## config.mk

```make
export PLATFORM = sky130hd
export DESIGN_NAME = prio_irq_ctrl
export DESIGN_NICKNAME = d
export VERILOG_FILES = /design/src/rtl/irq_pkg.sv /design/src/rtl/irq_edge_capture.sv /design/src/rtl/irq_regfile.sv /design/src/rtl/irq_prio_sel.sv /design/src/rtl/prio_irq_ctrl.sv
export SDC_FILE = /design/constraint.sdc
export NUM_CORES = 1
export LEC_CHECK = 0
export ABC_AREA = 1
export CAP_MARGIN = 20
export CORE_UTILIZATION = 50
export DETAILED_ROUTE_END_ITERATION = 10
export PLACE_DENSITY = 0.77
export SKIP_LAST_GASP = 1
export SLEW_MARGIN = 10
export SYNTH_ARGS = -nofsm -noshare
export SYNTH_HDL_FRONTEND = slang
export SYNTH_SLANG_ARGS = --single-unit
```

## constraint.sdc

```tcl
create_clock -name clk -period 2.5 [get_ports clk]
set_input_delay 0.375 -clock clk [delete_from_list [all_inputs] [get_ports clk]]
set_output_delay 0.375 -clock clk [all_outputs]
set_load 0.05 [all_outputs]
```

## src/rtl/irq_pkg.sv

```systemverilog
package irq_pkg;
  localparam int NLINE = 15;
  localparam int LVLW  = $clog2(NLINE + 1);
  localparam int DATAW = 32;
  localparam int HALF  = DATAW / 2;
  localparam int TRAPW = 8;
  localparam logic [TRAPW-1:0] TRAP_BASE = 8'h10;

  typedef logic [NLINE:0] line_vec_t;

  typedef enum logic [1:0] {
    REG_LATCH = 2'd0,
    REG_ENCLS = 2'd1,
    REG_SOFT  = 2'd2,
    REG_CLR   = 2'd3
  } reg_sel_e;
endpackage

```

## src/rtl/irq_edge_capture.sv

```systemverilog
module irq_edge_capture
  import irq_pkg::*;
(
  input  logic      clk,
  input  logic      rst_n,
  input  line_vec_t src,
  output line_vec_t rise
);
  assign rise[0] = 1'b0;

  for (genvar i = 1; i <= NLINE; i++) begin : g_line
    logic src_q;
    always_ff @(posedge clk or negedge rst_n) begin
      if (!rst_n) src_q <= 1'b0;
      else        src_q <= src[i];
    end
    assign rise[i] = src[i] & ~src_q;
  end
endmodule

```

## src/rtl/irq_regfile.sv

```systemverilog
module irq_regfile
  import irq_pkg::*;
(
  input  logic             clk,
  input  logic             rst_n,
  input  logic             bus_sel,
  input  logic             bus_we,
  input  logic [1:0]       bus_addr,
  input  logic [DATAW-1:0] bus_wdata,
  output logic [DATAW-1:0] bus_rdata,
  input  line_vec_t        rise,
  input  logic             ack_valid,
  input  logic [LVLW-1:0]  ack_level,
  output line_vec_t        latch_q,
  output line_vec_t        soft_q,
  output line_vec_t        en_q,
  output line_vec_t        cls_q
);
  logic      bus_wr, wr_latch, wr_encls, wr_soft, wr_clr, ack_hit;
  logic      latch_en, soft_en, encls_en;
  line_vec_t latch_n, soft_n, en_n, cls_n;

  assign bus_wr   = bus_sel & bus_we;
  assign wr_latch = bus_wr & (bus_addr == REG_LATCH);
  assign wr_encls = bus_wr & (bus_addr == REG_ENCLS);
  assign wr_soft  = bus_wr & (bus_addr == REG_SOFT);
  assign wr_clr   = bus_wr & (bus_addr == REG_CLR);
  assign ack_hit  = ack_valid & (ack_level != '0);

  assign latch_en = wr_latch | wr_clr | ack_hit | (|rise);
  assign soft_en  = wr_soft | ack_hit;
  assign encls_en = wr_encls;

  // next-state
  always_comb begin
    latch_n = latch_q;
    soft_n  = soft_q;
    en_n    = en_q;
    cls_n   = cls_q;
    if (wr_latch) latch_n = bus_wdata[NLINE:0];
    if (wr_clr)   latch_n = latch_n & ~bus_wdata[NLINE:0];
    if (wr_soft)  soft_n  = bus_wdata[NLINE:0];
    if (wr_encls) begin
      en_n  = bus_wdata[NLINE:0];
      cls_n = bus_wdata[HALF+NLINE:HALF];
    end
    if (ack_hit) begin
      if (soft_q[ack_level]) soft_n[ack_level]  = 1'b0;
      else                   latch_n[ack_level] = 1'b0;
    end
    latch_n    = latch_n | rise;
    latch_n[0] = 1'b0;
    soft_n[0]  = 1'b0;
    en_n[0]    = 1'b0;
    cls_n[0]   = 1'b0;
  end

  // registers
  always_ff @(posedge clk or negedge rst_n) begin
    if (!rst_n) begin
      latch_q <= '0;
      soft_q  <= '0;
      en_q    <= '0;
      cls_q   <= '0;
    end else begin
      if (latch_en) latch_q <= latch_n;
      if (soft_en)  soft_q  <= soft_n;
      if (encls_en) begin
        en_q  <= en_n;
        cls_q <= cls_n;
      end
    end
  end

  // read mux
  always_comb begin
    bus_rdata = '0;
    if (bus_sel && !bus_we) begin
      unique case (reg_sel_e'(bus_addr))
        REG_LATCH: bus_rdata[NLINE:0] = latch_q;
        REG_ENCLS: begin
          bus_rdata[NLINE:0]           = en_q;
          bus_rdata[HALF+NLINE:HALF]   = cls_q;
        end
        REG_SOFT:  bus_rdata[NLINE:0] = soft_q;
        default:   bus_rdata = '0;
      endcase
    end
  end

  AST_RISE_LATCHED: assert property (@(posedge clk) disable iff (!rst_n)
    $past(rst_n) |-> ((latch_q & $past(rise)) == $past(rise)));

  AST_ACK_CLEARS: assert property (@(posedge clk) disable iff (!rst_n)
    (ack_hit && !soft_q[ack_level] && !rise[ack_level] && !bus_wr)
    |=> !latch_q[$past(ack_level)]);

  AST_ACK_SOFT_FIRST: assert property (@(posedge clk) disable iff (!rst_n)
    (ack_hit && soft_q[ack_level] && !rise[ack_level] && !bus_wr)
    |=> (!soft_q[$past(ack_level)] &&
         latch_q[$past(ack_level)] == $past(latch_q[ack_level])));

  AST_RESET_MASKED: assert property (@(posedge clk) disable iff (!rst_n)
    $rose(rst_n) |-> (en_q == '0));
endmodule

```

## src/rtl/irq_prio_sel.sv

```systemverilog
module irq_prio_sel
  import irq_pkg::*;
(
  input  logic             clk,
  input  logic             rst_n,
  input  line_vec_t        latch_q,
  input  line_vec_t        soft_q,
  input  line_vec_t        en_q,
  input  line_vec_t        cls_q,
  output logic [LVLW-1:0]  level,
  output logic [TRAPW-1:0] trap
);
  line_vec_t req, req_hi, cand;

  assign req    = (latch_q | soft_q) & en_q;
  assign req_hi = req & cls_q;
  assign cand   = (|req_hi) ? req_hi : req;

  always_comb begin
    level = '0;
    for (int i = 1; i <= NLINE; i++) begin
      if (cand[i]) level = LVLW'(i);
    end
  end

  assign trap = (level == '0) ? '0 : (TRAP_BASE + TRAPW'(level));

  AST_MASKED_HELD: assert property (@(posedge clk) disable iff (!rst_n)
    (level != '0) |-> en_q[level]);

  AST_UPPER_FIRST: assert property (@(posedge clk) disable iff (!rst_n)
    (|req_hi) |-> cls_q[level]);

  AST_IDLE_ZERO: assert property (@(posedge clk) disable iff (!rst_n)
    (req == '0) |-> (level == '0 && trap == '0));
endmodule

```

## src/rtl/prio_irq_ctrl.sv

```systemverilog
module prio_irq_ctrl
  import irq_pkg::*;
(
  input  logic             clk,
  input  logic             rst_n,
  input  logic [NLINE:0]   irq_src,
  input  logic             bus_sel,
  input  logic             bus_we,
  input  logic [1:0]       bus_addr,
  input  logic [DATAW-1:0] bus_wdata,
  output logic [DATAW-1:0] bus_rdata,
  input  logic             ack_valid,
  input  logic [LVLW-1:0]  ack_level,
  output logic [LVLW-1:0]  irq_level,
  output logic [TRAPW-1:0] irq_trap
);
  logic [1:0] rst_sync_q;
  logic       rst_s;
  line_vec_t  rise, latch_q, soft_q, en_q, cls_q;

  always_ff @(posedge clk or negedge rst_n) begin
    if (!rst_n) rst_sync_q <= 2'b00;
    else        rst_sync_q <= {rst_sync_q[0], 1'b1};
  end
  assign rst_s = rst_sync_q[1];

  irq_edge_capture u_edge (
    .clk  (clk),
    .rst_n(rst_s),
    .src  (irq_src),
    .rise (rise)
  );

  irq_regfile u_regs (
    .clk      (clk),
    .rst_n    (rst_s),
    .bus_sel  (bus_sel),
    .bus_we   (bus_we),
    .bus_addr (bus_addr),
    .bus_wdata(bus_wdata),
    .bus_rdata(bus_rdata),
    .rise     (rise),
    .ack_valid(ack_valid),
    .ack_level(ack_level),
    .latch_q  (latch_q),
    .soft_q   (soft_q),
    .en_q     (en_q),
    .cls_q    (cls_q)
  );

  irq_prio_sel u_sel (
    .clk    (clk),
    .rst_n  (rst_s),
    .latch_q(latch_q),
    .soft_q (soft_q),
    .en_q   (en_q),
    .cls_q  (cls_q),
    .level  (irq_level),
    .trap   (irq_trap)
  );
endmodule

```

==> summary.txt, run 1 <==
Critical path
  • Critical path arrival: 2.64 ns
  • Critical path's largest stage delay: about 0.41 ns
  • Cell with the largest stage delay on the worst path: nor4_4
  • Reg2reg setup slack: 0.65 ns
  • Critical path required time: between 2 and 2.5 ns
  • Setup CP Type: flop to primary output
  • Critical Path Sink Type: primary output
  • Worst path cell trace: o21ai_1, nor2_1, nor2_4, nand2_4, nor2_8, buf_12, inv_16, o21ai_4, nor4_4, nand2_1, nor3_2, nand3_2, buf_12
  • Crit-path max FO: 10
  • CP most frequent cell: buf_12
  • Critical Path Start Type: flop

Die
  • Initial Util: 0.521
  • Core Footprint: between 8000 and 9000 sq um
  • Die height: roughly 98 microns
  • # IOs: approximately 100
  • Rows: 34
  • Die area: between 9000 and 10,000 sq um
  • Die W: roughly 98 microns

Global route
  • Vias in the first global route: around 4,700
  • GRT Overall Usage: 0.312
  • First-pass GRT wire length: 23.3 mm
  • Remaining global-route overflow: 0
  • Largest net degree at the start of global routing: between 40 and 50
  • Initial antenna violation count: 0

Place
  • Placer Congestion: roughly 0.95
  • Hpwl dp: about 10 mm
  • Placed Cells: 856
  • # port buffers: 94

Drt
  • DR pass1 iterations: 6
  • Final wirelength: 14.9 mm
  • Routed Antenna Nets: 0
  • Residual DRC: 0
  • Initial DRC Count: approximately 450
  • Vias: approximately 5,000
  • Wire per inst: around 17 microns
  • DR vias/cell: ~5.5

Synthesis
  • Most numerous cell in the Yosys netlist: nand2_1
  • Yosys warns: 0
  • Area contributors post-synth: dfrtp_1 42%, nand2_1 12%, o21ai_0 8.2%, inv_1 6.1%, nor2_1 4.4%
  • Syn Std Cell Area: 4570 sq um
  • Library cells used by synthesis: 34
  • Number of enable flip-flop cells after synthesis: 0
  • Yosys top cell area share: 0.422
  • Flop and latch count out of synthesis: between 70 and 80
  • Main synth FF type: dfrtp_1
  • Cells after synthesis: around 620
  • Post-synth top area cell: dfrtp_1
  • Sequential share of the synthesized area: 0.422
  • Async SR Flop Fraction: 1.00
  • Syn_area_per_cell: about 7.3 sq um
  • Top post-synthesis cells by count: 149 x nand2_1, 77 x dfrtp_1, 75 x o21ai_0

Clock tree
  • Clk buf depth: 2
  • CTS Buf Count: 9
  • Worst-Skew Late Latency: approximately 0.35 ns
  • CTS Sinks: 77
  • Clock root cell: clkbuf_8
  • CTS tree: done
  • Hold-fix buffers, CTS: 0
  • Worst-path clk slew: 0.08 ns
  • H-tree depth: 3

Hold path
  • Hold WC Path Type: input pin to async pin

Run status
  • Violated checks: setup timing
  • Status: finished with violations

Job
  • Max-capacitance violation count: 0

STA
  • Clk_skew: between 0.01 and 0.015 ns
  • Worst hold slack: 0.181 ns
  • Final hold violations: 0
  • FMAX: approximately 330 MHz
  • Final setup margin: -0.520 ns
  • Worst slew pin tran: 0.743 ns
  • RSZ-0062 raised after global routing: true
  • Slew HR: 0.505
  • # setup viols final: 9
  • Slew Limit Fails: 0
  • Tmin final: roughly 3 ns
  • Post-route clock period utilization: 1.21

Final layout
  • Post-Layout Cell Count: around 900
  • Share of cells above drive strength 1: 0.305
  • N_diodes: 0
  • Nets: ~830
  • Layout area overhead: 52.0%
  • Flip-flop and latch area: roughly 1900 sq um
  • Area of the multi-input gates: 2340 sq um
  • Filler instances: ~590

Pwr
  • Maximum VDD drop: 0.000702 V
  • Power density over the cells: about 830 nW/um^2
  • LEAKAGE: between 3 and 4 nW
-- state kept, by name, summed over array words and instances (netlist names) --
name                 flops
u_regs.cls_q            15
u_regs.en_q             15
u_regs.latch_q          15
u_edge.g_line.src_q     15
u_regs.soft_q           15
rst_sync_q               2
-- logic make-up (layout without fill, tap and decap cells) --
logic type	Yosys count	after routing	synth area share
other	2	6	0.00164
and+or+nand+nor	270	270	0.265
AOI/OAI and AO/OA	127	127	0.162
muxes	14	14	0.0345
buffers and inverters	134	284	0.116
DFF	77	77	0.422
-- where the power goes --
group	total [mW]	internal [mW]	leakage, nW	switching, mW
Sequential	1.62	1.45	0.900	0.171
Clock	1.15	0.691	0.121	0.455
Combinational	3.01	1.37	2.41	1.65
-- worst max-delay path: cells and delay by family, from the launching register on --
family          cells  cell delay, ns
compound gates      2            0.18
buf+inv             3            0.38
flops               1            0.37
simple gates        8            1.38
-- per-stage QoR --
step | total power, mW | setup TNS [ns] | setup WS [ns] | util | instance area, sq um
after floorplan | 3.03 | -0.0835 | -0.0835 | - | 4600
after global placement | 4.16 | -0.0832 | -0.0304 | 0.727 | 6370
after detailed placement | 4.22 | -0.250 | -0.0893 | 0.727 | 6370
after CTS | 5.54 | -1.70 | -0.361 | 0.775 | 6800
after global routing | 6.04 | -4.84 | -0.692 | 0.793 | 6950
final | 5.78 | -3.39 | -0.520 | 0.793 | 6950
-- worst paths after layout --
check	startpoint	end	cells past startpoint
worst max-delay path	u_regs.en_q[11]$_DFFE_PN0P_	irq_trap[4]	13
worst min-delay path	rst_n	rst_sync_q[0]$_DFF_PN0_	1
max in group asynchronous	rst_sync_q[1]$_DFF_PN0_	u_regs.en_q[11]$_DFFE_PN0P_	1
worst max register to register	u_regs.soft_q[6]$_DFFE_PN0P_	u_regs.latch_q[15]$_DFFE_PN0P_	11
worst min register to register	rst_sync_q[1]$_DFF_PN0_	u_edge.g_line[4].src_q$_DFF_PN0_	0
min in group clk	rst_sync_q[0]$_DFF_PN0_	rst_sync_q[1]$_DFF_PN0_	0
-- cell usage in the layout, fill, tap and decap left out, types with 2 or more instances in the layout --
cell type / synthesis / final
nand3_1: 27 / 22
o21ai_4: 0 / 4
a31oi_1: 4 / 4
o21ai_2: 6 / 6
nand3_2: 7 / 10
nor3_1: 16 / 15
clkbuf_1: 20 / 2
nand3_4: 0 / 2
nand2_2: 7 / 24
nor3_2: 1 / 2
nand2_4: 2 / 8
nor2_4: 2 / 4
o22ai_1: 9 / 9
buf_12: 0 / 42
o21bai_1: 3 / 3
clkbuf_8: 0 / 10
a21oi_1: 6 / 4
nand2_1: 149 / 126
inv_2: 31 / 31
inv_1: 74 / 74
nor2_1: 53 / 51
buf_4: 5 / 62
clkdlybuf4s50_1: 0 / 55
buf_6: 0 / 3
o21ai_0: 75 / 75
bufinv_16: 0 / 3
dfrtp_1: 77 / 76
a221oi_1: 11 / 11
o21ai_1: 10 / 6
nor2_2: 3 / 3
mux2_2: 14 / 14
conb_1: 2 / 6
-- layer usage --
metal / part of all wire / vias to the layer above / wire [microns] / track usage
li1: - / 2286 / - / -
met1: 0.40 / 2260 / 5920 / 0.402
met2: 0.48 / 276 / 7160 / 0.516
met3: 0.088 / 40 / 1310 / 0.0719
met4: 0.033 / 0 / 498 / 0.105
met5: 0 / - / 0 / 0
-- area by class of cell --
cell class | instances | area share
Multi-Input combinational cell | 417 | 0.337
Inverter | 106 | 0.0596
Timing Repair Buffer | 162 | 0.272
Tap cell | 108 | 0.0195
Sequential cell | 77 | 0.278
Clock inverter | 4 | 0.0137
Clock buffer | 12 | 0.0209
-- timing repair --
action                                  4_1_cts  5_1_grt
resized for setup                            38       19
setup buffers                                 7        7
endpoints found under the setup margin        9       12
pin swaps                                     7        8
(Power assumes the default switching activity.)
==> run 2, diff against run 1 <==
--- a/config.mk
+++ b/config.mk
@@ -6,10 +6,10 @@
 export NUM_CORES = 1
 export LEC_CHECK = 0
 export ABC_AREA = 1
-export CAP_MARGIN = 20
+export CAP_MARGIN = 5
 export CORE_UTILIZATION = 50
 export DETAILED_ROUTE_END_ITERATION = 10
-export PLACE_DENSITY = 0.77
+export PLACE_DENSITY = 0.91
 export SKIP_LAST_GASP = 1
 export SLEW_MARGIN = 10
 export SYNTH_ARGS = -nofsm -noshare
==> run 2 against run 1 <==
  * The run still ends with setup timing left
  * Core utilization up 0.91 points
  * Routed wire length up 10%
  * Register-to-register slack got worse by 0.02 ns
  * Global-route usage decreased by 0.24 points
  * Clock power is 17% lower
  * Worst hold slack worse by 0.017 ns
  * Critical endpoint unchanged
==> summary.txt, run 2 (synthesis results as in run 1) <==
Drt
  • DR vias/cell: 5.81
  • DR pass1 iterations: 6
  • Initial DRC Count: approximately 680
  • Residual DRC: 0
  • Vias: 5,199
  • Wire per inst: between 15 and 20 microns
  • Final wirelength: about 16 mm
  • Routed Antenna Nets: 0

STA
  • Post-Route Setup TNS: -5.04 ns
  • FMAX: a little over 300 MHz
  • Slew HR: 0.577
  • Final hold violations: 0
  • RSZ-0062 raised after global routing: true
  • Worst hold slack: roughly 0.16 ns
  • Clk_skew: ~0.016 ns
  • Slew Limit Fails: 0
  • Worst slew pin tran: approximately 0.63 ns
  • Final setup margin: -0.766 ns
  • Post-route clock period utilization: 1.31
  • Tmin final: about 3.3 ns
  • # setup viols final: 9

Place
  • Place WS: -0.131 ns
  • # port buffers: 94
  • Placed Cells: 849
  • Placer Congestion: ~0.99
  • Dpl cell area: ~6300 sq um
  • Hpwl dp: 10.2 mm

Critical path
  • Critical path arrival: approximately 2.9 ns
  • Critical path required time: 2.12 ns
  • Critical Path Sink Type: primary output
  • Critical Path Start Type: flop
  • Reg2Reg Depth: 8
  • Reg2reg start: u_regs.soft_q[10]$_DFFE_PN0P_
  • Crit-path max FO: 7
  • Critical path origin: u_regs.soft_q[1]$_DFFE_PN0P_
  • Setup CP Type: flop to primary output

Final layout
  • Post-Layout Cell Count: slightly below 900
  • Share of cells above drive strength 1: 0.320
  • Layout area overhead: 53.8%
  • Commonest non-fill, non-tap cells in the layout: 123 x nand2_1, 75 x o21ai_0, 75 x dfrtp_1, 74 x inv_1, 67 x buf_4
  • Nets: about 840
  • Post-route cell area: 7030 sq um
  • Util after Layout: 0.802
  • Filler instances: between 500 and 600
  • N_diodes: 0
  • Commonest non-fill, non-tap cell in the layout: nand2_1

Global route
  • Largest net degree at the start of global routing: 51
  • Vias in the first global route: 4,874
  • GRT Overall Usage: 0.309
  • First-pass GRT wire length: 23.2 mm
  • Remaining global-route overflow: 0
  • Initial antenna violation count: 0

Clock tree
  • Clk buf depth: 2
  • Clock root cell: clkbuf_8
  • H-tree depth: 3
  • CTS Buf Count: 9
  • Worst-Skew Late Latency: ~0.37 ns
  • Hold-fix buffers, CTS: 0
  • CTS tree: done
  • CTS Sinks: 77
  • Worst-path clk slew: about 0.08 ns

Pwr
  • Maximum VDD drop: just under 0.0007 V
  • Power density over the cells: ~840 nW/um^2
  • LEAKAGE: 3.45 nW
  • Final Power: approximately 5.9 mW

Die
  • Die height: approximately 98 microns
  • Core Footprint: a little under 9000 sq um
  • Rows: 34
  • Die W: 97.6 microns
  • Die area: around 9500 sq um
  • Initial Util: 0.521
  • # IOs: 103

Run status
  • Violated checks: setup timing
  • Status: finished with violations

Job
  • Max-capacitance violation count: 0

Hold path
  • Hold WC Path Type: input pin to async pin
[run 2: changes by cell type in the layout (fill, tap and decap cells not counted), moves of 2 or more]
cell / delta
nand2_2: +2
buf_6: +3
nand3_4: +2
clkinvlp_4: +2
nand2_1: -3
buf_4: +5
nor2_2: -2
bufinv_16: -2
[run 2: final cells by class]
cell class	count	area [sq um]	area share
clock buffers	10	128	0.0182
clock inverters	6	63.8	0.00908
inverters	106	410	0.0584
multi-input cells	417	2390	0.340
flip-flops and latches	77	1930	0.275
well taps	108	135	0.0192
repair buffers	170	1960	0.279
repair inverters	1	6.26	0.000890
[run 2: report_power, final]
part	internal (mW)	total [mW]	leakage, nW	switching [mW]
logic	1.47	3.30	2.46	1.83
registers	1.45	1.63	0.898	0.186
clock network	0.460	0.949	0.0923	0.489
total	3.38	5.89	3.45	2.50
[run 2: final timing paths]
kind	endpoint	slack [ns]
max	irq_trap[4]	-0.77
max in group asynchronous	u_regs.en_q[6]$_DFFE_PN0P_	1.50
min in group clk	rst_sync_q[1]$_DFF_PN0_	0.35
min	rst_sync_q[0]$_DFF_PN0_	0.16
max reg2reg	u_regs.soft_q[11]$_DFFE_PN0P_	0.63
min reg2reg	u_regs.soft_q[4]$_DFFE_PN0P_	0.29
[run 2: worst max-delay path, stage by stage, from the launching register on]
cell	delay (ns)
dfrtp_1	0.38
inv_2	0.07
nand2_2	0.06
nand3_2	0.09
nand2_2	0.09
nor2_4	0.14
nand2_4	0.08
nor2_8	0.20
buf_6	0.15
clkinv_8	0.08
o21ai_4	0.16
nor2_2	0.08
inv_2	0.10
a21oi_2	0.05
o21ai_2	0.16
nand2_2	0.12
nor3_4	0.22
nand3_4	0.12
buf_12	0.16
[run 2: routing by layer]
metal	vias up	global-route usage	wire (microns)
li1	2314	-	-
met1	2402	0.381	5940
met2	378	0.519	8060
met3	105	0.0633	1550
met4	0	0.145	812
met5	-	0	0
[run 2: timing repair]
item,4_1_cts,5_1_grt
pin swaps,10,17
gates resized for setup,27,41
buffers inserted,11,18
endpoints found under the setup margin,9,11
gates cloned,0,1
